<file path="config.mk">
export PLATFORM = sky130hd
export DESIGN_NAME = desc_ring_engine
export DESIGN_NICKNAME = d
export VERILOG_FILES = /design/src/rtl/desc_ring_engine.sv
export SDC_FILE = /design/constraint.sdc
export NUM_CORES = 1
export LEC_CHECK = 0
export CORE_ASPECT_RATIO = 2
export CORE_UTILIZATION = 70
export CTS_BUF_LIST = sky130_fd_sc_hd__clkbuf_8
export CTS_CLUSTER_DIAMETER = 50
export CTS_CLUSTER_SIZE = 14
export DETAILED_ROUTE_END_ITERATION = 10
export DONT_BUFFER_PORTS = 1
export PLACE_DENSITY = 0.89
export SLEW_MARGIN = 40
export SYNTH_ARGS = -nofsm -noshare
export SYNTH_HDL_FRONTEND = slang
export SYNTH_SLANG_ARGS = --single-unit
export TNS_END_PERCENT = 10
</file>
<file path="constraint.sdc">
create_clock -name clk -period 4.1 [get_ports clk]
set_clock_uncertainty 0.05 [all_clocks]
set_input_delay 0.41 -clock clk [delete_from_list [all_inputs] [get_ports clk]]
set_output_delay 0.41 -clock clk [all_outputs]
set_load 0.01 [all_outputs]
</file>
<file path="src/rtl/desc_ring_engine.sv">
module desc_ring_engine #(
  parameter int DATA_W  = 32,
  parameter int IDX_W   = 8,
  parameter int BURST_W = 6,
  parameter int OSR_W   = 4
) (
  input  logic                 clk,
  input  logic                 rst_n,
  input  logic                 wr_en,
  input  logic [2:0]           wr_sel,
  input  logic [DATA_W-1:0]    wr_data,
  output logic                 req_valid,
  output logic [DATA_W-1:0]    req_addr,
  output logic [BURST_W+2:0]   req_burst,
  input  logic                 req_ack,
  input  logic                 cmpl,
  output logic [IDX_W-1:0]     cur_idx,
  output logic                 suspended,
  output logic                 err
);
  localparam int CNT_W  = OSR_W + 1;
  localparam int SLOT_SH = 4;

  logic [DATA_W-1:0]  base_q;
  logic [IDX_W-1:0]   last_q, tail_q, cur_q;
  logic               run_q, x8_q, err_q;
  logic [BURST_W-1:0] burst_q;
  logic [OSR_W-1:0]   osr_q;
  logic [CNT_W-1:0]   out_q;

  logic wr_ring, wr_tail, tail_ok, accept, drop;
  logic [IDX_W-1:0] cur_nxt;

  assign wr_ring = wr_en && (wr_sel == 3'd0 || wr_sel == 3'd1);
  assign wr_tail = wr_en && wr_sel == 3'd2;
  assign tail_ok = (wr_data[DATA_W-1:IDX_W] == '0) && (wr_data[IDX_W-1:0] <= last_q);
  assign accept  = req_valid && req_ack;
  assign drop    = cmpl && (out_q != '0);
  assign cur_nxt = (cur_q == last_q) ? '0 : cur_q + 1'b1;

  assign suspended = (cur_q == tail_q);
  assign req_valid = run_q && !suspended && (out_q <= {1'b0, osr_q});
  assign req_addr  = base_q + (DATA_W'(cur_q) << SLOT_SH);
  assign req_burst = x8_q ? {burst_q, 3'b000} : {3'b000, burst_q};
  assign cur_idx   = cur_q;
  assign err       = err_q;

  always_ff @(posedge clk or negedge rst_n) begin
    if (!rst_n) begin
      base_q  <= '0;
      last_q  <= '1;
      run_q   <= 1'b0;
      x8_q    <= 1'b0;
      burst_q <= BURST_W'(1);
      osr_q   <= OSR_W'(1);
    end else if (wr_en) begin
      case (wr_sel)
        3'd0: base_q <= wr_data;
        3'd1: last_q <= wr_data[IDX_W-1:0];
        3'd3: begin
          run_q   <= wr_data[0];
          x8_q    <= wr_data[1];
          burst_q <= wr_data[BURST_W+1:2];
        end
        3'd4: osr_q <= wr_data[OSR_W-1:0];
        default: ;
      endcase
    end
  end

  always_ff @(posedge clk or negedge rst_n) begin
    if (!rst_n) begin
      cur_q  <= '0;
      tail_q <= '0;
      err_q  <= 1'b0;
    end else if (wr_ring) begin
      cur_q  <= '0;
      tail_q <= '0;
    end else begin
      if (accept) cur_q <= cur_nxt;
      if (wr_tail) begin
        if (tail_ok) tail_q <= wr_data[IDX_W-1:0];
        else         err_q  <= 1'b1;
      end
    end
  end

  always_ff @(posedge clk or negedge rst_n) begin
    if (!rst_n) out_q <= '0;
    else        out_q <= out_q + CNT_W'(accept) - CNT_W'(drop);
  end
endmodule

</file>
==> summary.md <==
| Metric | Value |
|---|---|
| Outcome | `finished clean` |
| Dpl hpwl | `7860 um` |
| Cell count of the worst reg-to-reg path | `16` |
| Setup slack, reg-to-reg | `1.02 ns` |
| Syn Inst Count | `~440` |
| Synthesized cell area | `approximately 0.0045 mm^2` |
| Synth Area in Compound Gates | `0.0877` |
| Worst setup endpoint | `req_addr[24]` |
| Fin util | `0.762` |
| Fill cells | `approximately 440` |
| Critical path launch point type | `flop` |
| Vias in the first global route | `3455` |
| Worst R2R End | `out_q[4]` |
| Fin crit period | `3.52 ns` |
| Clk root buf | `clkbuf_8` |
| Crit path cell chain | `ha_1, inv_1, fa_1, nor2b_1, o21a_1, o21ai_0, a21oi_2, nand4_1, xnor2_1` |
| WS Path Type | `flop to output port` |
| Pleak | `just over 2 nW` |
| GR Overflow Total | `0` |
| Vias per cell | `6.22` |
| Sink Count | `74` |
| Bufs and invs on worst path | `1` |
| Critical Path AT | `between 3 and 4 ns` |
| Sequential share of power | `0.482` |
| All-Layer GR Usage | `0.322` |
| Hold_sp | `wr_data[6]` |
| Pwr Density | `446 mW/mm^2` |
| Initial DRC count | `around 130` |
| Fin. max-slew vios | `0` |
| Detail Route Antenna Nets | `0` |
| Reg clk slew, reported paths | `roughly 0.070 ns` |
| Die Span Y | `about 120 um` |
| Setup Buffers After CTS | `0` |
| Setup violations, final | `0` |
| Global-route wire length before repair | `around 16000 um` |
| Worst path top cell family by delay | `compound AO/OA/AOI/OAI gates` |
| Core area | `around 0.0063 mm^2` |
| Net Sw Power | `a little over 0.7 mW` |
| Initial antenna violation count | `0` |
| # IOs | `92` |
| Worst Hold Class | `primary input to flop` |
| Worst-Margin Slew | `just over 0.6 ns` |
| CP max stage delay | `0.62 ns` |
| Adder-Cell Fraction of Synth Area | `0.0833` |
| Die X-Extent | `between 50 and 60 um` |
| RSZ-0062 raised after global routing | `false` |
| Post-synthesis mux area share | `0.128` |
| Num rows | `just over 40` |
| Peak VDD IR | `approximately 0.32 mV` |
| Synth Net Count | `505` |
| CTS tree | `built` |
| Switching Share | `0.337` |
| Simple-Gate Fraction of Synth Area | `0.158` |
| Die area | `between 0.006 and 0.007 mm^2` |
| Cell Int Power | `~1.4 mW` |
| Max_slew headroom | `0.593` |
| Post-synthesis xor/xnor area fraction | `0.0885` |
| H-tree level count | `3` |
| Seq/Total Area, Yosys | `0.411` |
| Layout cell share with drive strength beyond 1 | `0.193` |
| N_diodes | `0` |
| WP depth | `9` |
| Main combinational cell family by area after synthesis | `simple AND/OR/NAND/NOR gates` |
| Gpl congestion | `between 0.8 and 0.9` |
| Clk_lat worst skew | `0.35 ns` |
| Clock buffer depth | `2` |
| Mean Syn Cell Area | `about 10 um^2` |
| Max Freq | `0.284 GHz` |
| Worst R2R Start | `out_q[3]` |
| Comb power frac | `0.298` |
| Max-Cap Viols | `0` |
| Post-Route WL | `about 10000 um` |
| CP max-delay cell | `dfrtp_1` |
| Clock Power Share | `0.221` |
| Register bit total from synthesis | `74` |
| IO buf count | `0` |
| Crit path capture type | `output port` |
| Via count | `3279` |
| CP Launch Point | `cur_idx[0]` |
| Setup total negative slack | `0 ns` |
| Distinct cells, synth | `slightly below 50` |
| WP data required | `3.64 ns` |
| Initial core utilization | `0.725` |
| Area Growth Syn to Fin | `5.16%` |
| Critical-path maximum fanout | `9` |
| Final hold vios | `0` |
| DRC | `0` |
| Largest net degree at the start of global routing | `75` |
| Final nets | `approximately 510` |
| Warnings, synthesis | `0` |
| First drt pass iteration count | `4` |
| Fin crit share | `0.859` |
| Routed WL per cell | `19.5 um` |
| TritonCTS Buffers | `9` |
through the flow:
stage | total power [mW] | instances | worst slack [ns] | area [um^2] | hold WS (ns)
after floorplan | 1.52 | 436 | 1.23 | 4540 | 0.0644
after global placement | 1.59 | 509 | 1.10 | 4570 | 0.0678
after detailed placement | 1.65 | 509 | 0.999 | 4570 | 0.0676
after CTS | 2.14 | 527 | 0.601 | 4770 | 0.108
after global routing | 2.25 | 527 | 0.421 | 4770 | 0.119
final | 2.13 | 527 | 0.579 | 4770 | 0.116
power groups by stage:
stage	clock network, mW	logic, mW	registers [mW]
finish	0.470	0.633	1.02
detailed placement	0	0.612	1.04
global placement	0	0.569	1.02
CTS	0.476	0.639	1.02
global route	0.500	0.707	1.04
floorplan	0	0.535	0.988
cells by family after synthesis:
family / count (synthesis)
AND/OR/NAND/NOR: 130
multiplexers: 52
adder cells (fa/ha/maj): 29
buffers and inverters: 43
flip-flops: 74
AO/OA/AOI/OAI: 63
XOR/XNOR: 45
how the worst min path moves through the flow:
stage | to | cells past startpoint
6_report | last_q[6] | 2
3_3_place_gp | base_q[5] | 0
3_5_place_dp | base_q[5] | 0
5_1_grt | last_q[4] | 2
4_1_cts | last_q[6] | 2
2_1_floorplan | base_q[0] | 0
layout make-up:
class	count	area [um^2]	area share
multi-input cells	319	2480	0.520
inverters	28	105	0.0220
clock inverters	6	22.5	0.00472
repair buffers	4	52.6	0.0110
clock buffers	10	138	0.0288
flip-flops and latches	74	1860	0.391
well taps	86	108	0.0226
metal layers:
metal,up-vias,track usage,part of all wire
li1,1523,-,-
met1,1615,0.311,0.34
met2,107,0.589,0.56
met3,34,0.0737,0.045
met4,0,0.205,0.051
met5,-,0,0
repair_timing:
item | 4_1_cts | 5_1_grt
hold endpoints to repair | 74 | 0
setup endpoints to repair | 0 | 0
hold buffers | 2 | 0
resized for setup | 0 | 0
sequential cells by signal, indices dropped and copies added (netlist names):
name     flops
osr_q        4
base_q      32
last_q       8
x8_q         1
run_q        1
out_q        5
err          1
tail_q       8
cur_idx      8
burst_q      6
synthesized netlist by cell type (all sizes together):
cell type	count	area, um^2
nor2	20	75.1
and3	8	52.6
buf	11	77.6
a21o	6	45.0
nand3b	2	15.0
o21bai	2	15.0
o21a	5	37.5
fa	2	40.0
nor3b	1	7.51
xnor2	43	384
inv	28	105
mux2	49	552
nand2b	5	31.3
nand4b	1	8.76
and2	7	46.3
clkbuf	4	15.0
o221a	1	20.0
a22o	1	8.76
a31oi	1	6.26
dfrtp	64	1600
nor4	7	43.8
xor2	2	17.5
mux2i	3	30.0
nand3	12	65.1
dfstp	10	263
o21ai	30	150
a211oi	1	7.51
nand4	14	93.8
and4	2	17.5
o41ai	1	16.3
ha	27	338
nor3	5	35.0
nor2b	16	100
o31ai	3	22.5
or4	1	7.51
nand2	29	116
a21oi	11	62.6
o22ai	1	6.26
cells in the final DEF (no fill, tap or decap), drive strengths merged, types with 5 or more instances in the layout:
cell type  count
dfrtp         64
mux2          49
xnor2         43
inv           34
o21ai         30
nand2         29
ha            27
nor2          20
nor2b         16
nand4         14
nand3         12
a21oi         11
dfstp         10
clkbuf        10
and3           8
nor4           7
and2           7
a21o           6
o21a           5
nand2b         5
nor3           5
(Power assumes the default switching activity.)
